### config.mk
export PLATFORM = sky130hd
export DESIGN_NAME = mem_guard
export DESIGN_NICKNAME = d
export VERILOG_FILES = /design/src/rtl/mg_pkg.sv /design/src/rtl/mg_regs.sv /design/src/rtl/mg_match.sv /design/src/rtl/mg_pick.sv /design/src/rtl/mem_guard.sv
export SDC_FILE = /design/constraint.sdc
export NUM_CORES = 2
export LEC_CHECK = 0
export ABC_AREA = 0
export BUFFER_PORTS_ARGS = -buffer_cell sky130_fd_sc_hd__buf_2
export CORE_ASPECT_RATIO = 0.8
export CORE_UTILIZATION = 50
export CTS_BUF_LIST = sky130_fd_sc_hd__clkbuf_8 sky130_fd_sc_hd__clkbuf_16
export CTS_CLUSTER_DIAMETER = 40
export CTS_CLUSTER_SIZE = 8
export DETAILED_ROUTE_END_ITERATION = 10
export PLACE_DENSITY = 0.68
export SYNTH_ARGS = -nofsm -noshare
export SYNTH_HDL_FRONTEND = slang
export SYNTH_SLANG_ARGS = --single-unit
### constraint.sdc
create_clock -name clk -period 9.2 [get_ports clk]
set_input_delay 2.76 -clock clk [delete_from_list [all_inputs] [get_ports clk]]
set_output_delay 2.76 -clock clk [all_outputs]
set_load 0.05 [all_outputs]
### src/rtl/mg_pkg.sv
package mg_pkg;

    typedef enum logic [1:0] {
        MODE_OFF   = 2'd0,
        MODE_RANGE = 2'd1,
        MODE_SPARE = 2'd2,
        MODE_ALIGN = 2'd3
    } region_mode_e;

    typedef enum logic [1:0] {
        KIND_LOAD  = 2'd0,
        KIND_STORE = 2'd1,
        KIND_FETCH = 2'd2,
        KIND_BAD   = 2'd3
    } access_kind_e;

    // Field positions follow the configuration byte layout.
    typedef struct packed {
        logic         lock;
        logic [1:0]   spare;
        region_mode_e mode;
        logic         px;
        logic         pw;
        logic         pr;
    } entry_cfg_t;

endpackage

### src/rtl/mg_regs.sv
module mg_regs
    import mg_pkg::*;
#(
    parameter int unsigned ENTRIES = 16,
    parameter int unsigned WORD_W  = 30,
    localparam int unsigned IDX_W  = $clog2(ENTRIES)
) (
    input  logic                            clk,
    input  logic                            rst_n,
    input  logic                            wr_en,
    input  logic                            wr_is_addr,
    input  logic [IDX_W-1:0]                wr_idx,
    input  logic [WORD_W-1:0]               wr_data,
    output entry_cfg_t [ENTRIES-1:0]        cfg_o,
    output logic [ENTRIES-1:0][WORD_W-1:0]  addr_o
);

    typedef struct packed {
        entry_cfg_t [ENTRIES-1:0]        cfg;
        logic [ENTRIES-1:0][WORD_W-1:0]  addr;
    } bank_t;

    bank_t bank_d, bank_q;

    always_comb begin
        bank_d = bank_q;
        if (wr_en && !bank_q.cfg[wr_idx].lock) begin
            if (wr_is_addr) begin
                bank_d.addr[wr_idx] = wr_data;
            end else begin
                bank_d.cfg[wr_idx]       = entry_cfg_t'(wr_data[7:0]);
                bank_d.cfg[wr_idx].spare = 2'b00;
            end
        end
    end

    always_ff @(posedge clk) begin
        if (!rst_n) begin
            bank_q <= '0;
        end else begin
            bank_q <= bank_d;
        end
    end

    assign cfg_o  = bank_q.cfg;
    assign addr_o = bank_q.addr;

endmodule

### src/rtl/mg_match.sv
module mg_match
    import mg_pkg::*;
#(
    parameter int unsigned WORD_W = 30
) (
    input  logic [WORD_W-1:0] word,
    input  logic [WORD_W-1:0] lo_bound,
    input  logic [WORD_W-1:0] own,
    input  region_mode_e      mode,
    output logic              hit
);

    logic [WORD_W-1:0] care_mask;
    logic              range_hit;
    logic              align_hit;

    always_comb begin
        // trailing ones plus the first zero above them are "don't care"
        care_mask = ~(own ^ (own + WORD_W'(1)));
        align_hit = ((word ^ own) & care_mask) == '0;
        range_hit = (word >= lo_bound) && (word < own);
        unique case (mode)
            MODE_RANGE: hit = range_hit;
            MODE_ALIGN: hit = align_hit;
            default:    hit = 1'b0;
        endcase
    end

endmodule

### src/rtl/mg_pick.sv
module mg_pick
    import mg_pkg::*;
#(
    parameter int unsigned ENTRIES = 16
) (
    input  logic [ENTRIES-1:0]        hit_vec,
    input  entry_cfg_t [ENTRIES-1:0]  cfg,
    input  logic [1:0]                req_kind,
    input  logic                      req_mach,
    output logic [ENTRIES-1:0]        win_vec,
    output logic                      any_hit,
    output logic                      win_locked,
    output logic                      allow
);

    entry_cfg_t sel;
    logic       permit;
    logic       unused_spare;

    always_comb begin
        win_vec = hit_vec & (~hit_vec + ENTRIES'(1));
        any_hit = |hit_vec;
        sel     = '0;
        for (int i = 0; i < ENTRIES; i++) begin
            if (win_vec[i]) sel = cfg[i];
        end
        win_locked = sel.lock;
        unique case (access_kind_e'(req_kind))
            KIND_LOAD:  permit = sel.pr;
            KIND_STORE: permit = sel.pw;
            KIND_FETCH: permit = sel.px;
            default:    permit = 1'b0;
        endcase
        if (!any_hit)            allow = req_mach;
        else if (req_mach && !sel.lock) allow = 1'b1;
        else                     allow = permit;
    end

    assign unused_spare = ^{sel.spare, sel.mode};

endmodule

### src/rtl/mem_guard.sv
module mem_guard
    import mg_pkg::*;
#(
    parameter int unsigned ENTRIES = 16,
    parameter int unsigned ADDR_W  = 32,
    localparam int unsigned WORD_W = ADDR_W - 2,
    localparam int unsigned IDX_W  = $clog2(ENTRIES)
) (
    input  logic               clk,
    input  logic               rst_n,
    input  logic               wr_en,
    input  logic               wr_is_addr,
    input  logic [IDX_W-1:0]   wr_idx,
    input  logic [WORD_W-1:0]  wr_data,
    input  logic [ADDR_W-1:0]  req_addr,
    input  logic [1:0]         req_kind,
    input  logic               req_mach,
    output logic               allow
);

    entry_cfg_t [ENTRIES-1:0]        cfg_q;
    logic [ENTRIES-1:0][WORD_W-1:0]  addr_q;
    logic [ENTRIES-1:0]              hit_vec;
    logic [ENTRIES-1:0]              win_vec;
    logic                            any_hit;
    logic                            win_locked;
    logic [WORD_W-1:0]               word;
    logic                            unused_lsb;

    assign word       = req_addr[ADDR_W-1:2];
    assign unused_lsb = ^req_addr[1:0];

    mg_regs #(.ENTRIES(ENTRIES), .WORD_W(WORD_W)) u_regs (
        .clk        (clk),
        .rst_n      (rst_n),
        .wr_en      (wr_en),
        .wr_is_addr (wr_is_addr),
        .wr_idx     (wr_idx),
        .wr_data    (wr_data),
        .cfg_o      (cfg_q),
        .addr_o     (addr_q)
    );

    for (genvar g = 0; g < ENTRIES; g++) begin : g_ent
        logic [WORD_W-1:0] lo;
        if (g == 0) begin : g_first
            assign lo = '0;
        end else begin : g_rest
            assign lo = addr_q[g-1];
        end
        mg_match #(.WORD_W(WORD_W)) u_match (
            .word     (word),
            .lo_bound (lo),
            .own      (addr_q[g]),
            .mode     (cfg_q[g].mode),
            .hit      (hit_vec[g])
        );
    end

    mg_pick #(.ENTRIES(ENTRIES)) u_pick (
        .hit_vec    (hit_vec),
        .cfg        (cfg_q),
        .req_kind   (req_kind),
        .req_mach   (req_mach),
        .win_vec    (win_vec),
        .any_hit    (any_hit),
        .win_locked (win_locked),
        .allow      (allow)
    );

endmodule

Word-level counts from Yosys, hierarchy flattened
Cells that the tools add are included.

storage, ports and cells
  register bits = 608
  input bits = 73
  output and inout port bits = 1
  logic and storage cells = 351

operators by class
  add/subtract/negate cells = 17
  magnitude comparators = 34
  eq/ne operators = 34
  mux-type cells = 46
  bitwise operators = 67
  reduce and logical (&&, ||, !) cells = 41

operators with widths
  cell                                                                                  number
  30-bit XOR                                                                            32
  30-bit by 1-bit adder with 30-bit output, second input constant                       16
  30-bit bitwise AND                                                                    16
  480-bit bitwise mux                                                                   1
  30-bit logical NOT                                                                    16
  30-bit less-than comparator                                                           16
  30-bit inverter                                                                       16
  30-bit greater-or-equal comparator                                                    15
  128-bit bitwise mux                                                                   2
  8-bit two-way mux                                                                     18
  30-bit demux with 4-bit select                                                        1
  8-bit demux with 4-bit select                                                         2
  2-bit by 1-bit == test with 1-bit output, second input constant                       17
  2-bit == test, second input constant                                                  17
  8-bit binary-select mux with 4-bit select                                             1
  1-bit case mux with 2 select lines                                                    16
  30-bit by 1-bit greater-or-equal comparator with 1-bit output, second input constant  1
  30-bit two-way mux                                                                    1
  1-bit logical AND                                                                     19
  16-bit by 1-bit adder with 16-bit output, second input constant                       1
  16-bit bitwise AND                                                                    1
  16-bit inverter                                                                       1
  16-bit OR reduction                                                                   1
  7-bit two-way mux                                                                     1
  other kinds (8)                                                                       11

Depth between registers and ports, before layout
  depth after elaboration = 29
  gate-level depth with buffers = 17
  gate-level depth less buffers = 15

Modules after synthesis
A second synthesis with hierarchy kept.

second synthesis, totals
  cell total of the unflattened synthesis = 6,644
  area, all modules = 54,177.0 sq um

modules (own cells, without submodules)
  module                           times used  cells an instance  area each (sq um)  sequential area each (sq um)
  mg_match (g_ent[0].u_match ...)  15          274                1,923.1            0.0
  mg_regs                          1           2,095              22,360.2           12,171.7
  mg_match (g_ent[3].u_match)      1           270                1,898.1            0.0
  mg_pick                          1           168                1,068.5            0.0
  mem_guard                        1           1                  3.8                0.0

Worst setup path after synthesis
OpenSTA, ideal clock, no wires.

  path kind = in2out
  from = input port req_addr[19]
  to = output port allow
  arrival = 6,559 ps
  required time = 6,440 ps
  setup slack = -119 ps
  stages on the path = 15
  path buffers = 1
  cells stage by stage = ha_1 a21oi_1 o21ai_0 a2111o_1 a2111o_1 or4b_1 a21o_1 and2_0 and3_1 and3_1 buf_6 a311o_1 a2111oi_2 o21ai_1 nand4_1

between the ends
  cells in the longest elaborated chain, start to end = 27
  elaborated cells between the ends (all ways) = 137
  those cells by class = 1 x add/sub; 32 x order compare; 35 x mux; 34 x bitwise; 35 x reduce/logical

RTL lines
  what                                                                                                                    RTL line         source
  start, declared                                                                                                         mem_guard.sv:15  input logic [ADDR_W-1:0] req_addr,
  parallel branches: the longest is 26 deep, another holds 30-bit by 1-bit greater-or-equal comparator with 1-bit output  --
  1-bit two-way mux *                                                                                                     mg_pick.sv:34    if (!any_hit) allow = req_mach;
  end, declared                                                                                                           mem_guard.sv:18  output logic allow

Mark *: on every way between the ends.

Final worst setup path
  from = input port req_addr[12]
  to = output port allow

Same word-level chain as after synthesis.

==> metrics <==
status finished, violations left; failing checks negative setup slack; CP peak stage delay 0.59 ns; DR iter-0 viols 4762; Detailed Route WL 170.2 mm; Yosys top cell area share 0.2788; worst slack, placed -0.8674 ns; via/cell ratio 6.126; DRT Pass-1 Iters 8; largest area contributor in the netlist dfxtp_1; worst rel slew slack 0.1167; root buffer cell clkbuf_16; Synth Instances 5490; CP startpoint kind input pin; VDD IR max 0.1298 mV; WL per Instance 23.63 um; most frequent CP cell buf_4; Max Root-Sink Buffers 3; Post-synth top cells 1153 x nand2_1, 576 x dfxtp_1, 530 x inv_1; synth unique cells 80; Setup Viol. Count Final 1; DRC Markers 0; Hold Vio Cnt, Final 0; leakage dissipation 19.16 nW; post-route cell area 51530 um2; Hold Path Class reg -> reg; clock latency on the worst-skew pair 0.69 ns; die boundary width 323.6 um; Max Fclk 102.6 MHz; Area after DPL 47120 um2; slew at the pin closest to its max-slew limit 1.325 ns; Synth Area per Inst 7.534 um2; setup_tns -0.5445 ns; Final Util 0.6345; Top Ports 74; CP endpoint kind primary output; chip height 259.2 um; synthesized flop and latch total 576; layout net count 6602; Rows 93; unrepaired setup endpoints after global routing yes; vias in the first global route 40100; Worst Setup SP req_addr[12]; PwrDens 143.7 nW/um2; total global-route track usage 0.3958; initial antenna violation count 11; H-Tree Depth 3; Post-Syn Area 41360 um2; most common cell in the netlist nand2_1; Remaining Overflow, GRT 0; hold buffer count at CTS 0; Clock Skew 0.03672 ns; WS Path Type in -> out; cell depth of the worst setup path 21; Synthesized Nets 6058; first-pass GRT wire length 250.1 mm; DIE AREA 83880 um2; area grow syn2layout 24.60%; layout cell share with drive strength beyond 1 0.1580; final total power 7.406 mW; Starting Density 0.5092; FF-to-FF Start u_regs.cfg_o[127]$_SDFFE_PN0P_; Placer Congestion 0.9987; Final Worst Setup Slack -0.5445 ns; main area contributors after synthesis dfxtp_1 28%, ha_1 15%, nand2_1 10%; CP bufs+invs 8; Required @ worst endpoint 6.44 ns; port bufs 71; family with the most delay on the worst path simple AND/OR/NAND/NOR gates; WHS 0.4656 ns; worst setup path endpoint allow; r2r endpoint u_regs.addr_o[254]$_SDFFE_PN0P_; area of the core 81220 um2; post-layout min period 9.745 ns; CP Max Fanout 7; CTS Buf Count 103; Max Cap Viol 0; r2r setup slk 4.89 ns; Most used DFF post-synth dfxtp_1; Post-Layout Cell Count 7204; post-route antenna net violation count 0; CP max stage cell or4_1; number of flops mapped to enable cells by yosys 0; clk slew on worst S/H paths 0.05 ns; post-DP HPWL 117.2 mm; clk sinks 576; Synth warnings 0; routed via count 44140; Placed Cells incl. Taps 7003; post-synthesis sequential area ratio 0.2788; critical path cell sequence buf_4 > buf_4 > ha_1 > nand3_1 > or4_1 > a31oi_2 > buf_4 > o211ai_1 > nor3b_2 > a31oi_1 > buf_4 > and3_4 > and3_4 > buf_4 > buf_6 > a32oi_1 > o211ai_1 > a211oi_2 > nand4_1 > buf_6 > buf_12; CTS tree done; post-synthesis async set-or-reset flop share 0; fin crit share 1.059; largest net degree at the start of global routing 270; Slew Limit Fails 0; r2r worst-path depth 8; Crit path arrival time 6.98 ns
cell usage in the layout, fill, tap and decap left out, types with 63 or more instances in the layout:
cell,n
a21boi_0,484
a21o_1,63
a21oi_1,304
a31oi_1,98
buf_4,580
clkbuf_16,106
dfxtp_1,576
ha_1,476
inv_1,548
mux2i_1,84
nand2_1,1150
nand3_1,113
nand4_1,146
nor2_1,161
nor2b_1,118
nor3_1,100
nor4_1,99
o21ai_0,107
how the worst min path moves through the flow:
stage          depth (start not counted)                               to                            start  slack (ns)
3_5_place_dp                           2  u_regs.addr_o[269]$_SDFFE_PN0P_  u_regs.addr_o[269]$_SDFFE_PN0P_        0.46
3_3_place_gp                           2   u_regs.addr_o[88]$_SDFFE_PN0P_   u_regs.addr_o[88]$_SDFFE_PN0P_        0.45
2_1_floorplan                          2  u_regs.addr_o[101]$_SDFFE_PN0P_  u_regs.addr_o[101]$_SDFFE_PN0P_        0.44
4_1_cts                                2  u_regs.addr_o[269]$_SDFFE_PN0P_  u_regs.addr_o[269]$_SDFFE_PN0P_        0.47
6_report                               2  u_regs.addr_o[478]$_SDFFE_PN0P_  u_regs.addr_o[478]$_SDFFE_PN0P_        0.47
5_1_grt                                2  u_regs.addr_o[251]$_SDFFE_PN0P_  u_regs.addr_o[251]$_SDFFE_PN0P_        0.49
worst register-to-register path, cell delays in order (launching register included):
cell and delay (ns):
dfxtp_1 0.33, mux4_2 0.52, mux4_2 0.48, nor2b_1 0.15
nand2_1 0.26, nor2_1 0.96, nand2_1 1.00, nand2_1 0.31
a21boi_0 0.14
what timing repair did:
| item | 4_1_cts | 5_1_grt |
|---|---|---|
| endpoints found under the setup margin | 1 | 1 |
| gates resized for setup | 126 | 59 |
| pin swaps | 47 | 31 |
| buffers inserted | 13 | 7 |
registers in the layout, summed over array words and instances, names as in the netlist:
signal / count
u_regs.addr_o: 480
u_regs.cfg_o: 96
layer usage:
layer  GRT usage  wire length, um  up-vias
met5           0               72        -
met4      0.2030             9968       12
met3     0.09440            18880      509
met2      0.5845            70000     2193
met1      0.5343            71310    20790
li1            -                -    20640
area by class of cell:
| type | instances | area (um2) |
|---|---|---|
| Clock buffer | 123 | 2887 |
| Timing Repair Buffer | 689 | 5630 |
| Tap cell | 1092 | 1366 |
| Inverter | 530 | 1989 |
| Clock inverter | 49 | 481.7 |
| Antenna cell | 11 | 27.53 |
| Multi-Input combinational cell | 4134 | 27620 |
| Fill cell | 7216 | 29690 |
| Sequential cell | 576 | 11530 |
cell families (layout without fill, tap and decap cells):
logic type	after synthesis	after routing	synth area share
AND/OR/NAND/NOR	2115	2115	0.2389
other	0	11	0
flip-flops	576	576	0.2788
adder cells (fa/ha/maj)	495	495	0.1497
XOR/XNOR	6	6	0.001271
AO/OA/AOI/OAI	1427	1427	0.2367
multiplexers	91	91	0.02360
buffers and inverters	780	1391	0.07100
report_power, final:
part / total [mW] / switching (mW) / internal, mW / leakage, nW
logic: 1.10 / 0.652 / 0.453 / 12.8
clock network: 3.76 / 1.35 / 2.41 / 1.71
registers: 2.54 / 0.0191 / 2.52 / 4.64
total: 7.41 / 2.02 / 5.39 / 19.2
(Power assumes the default switching activity.)
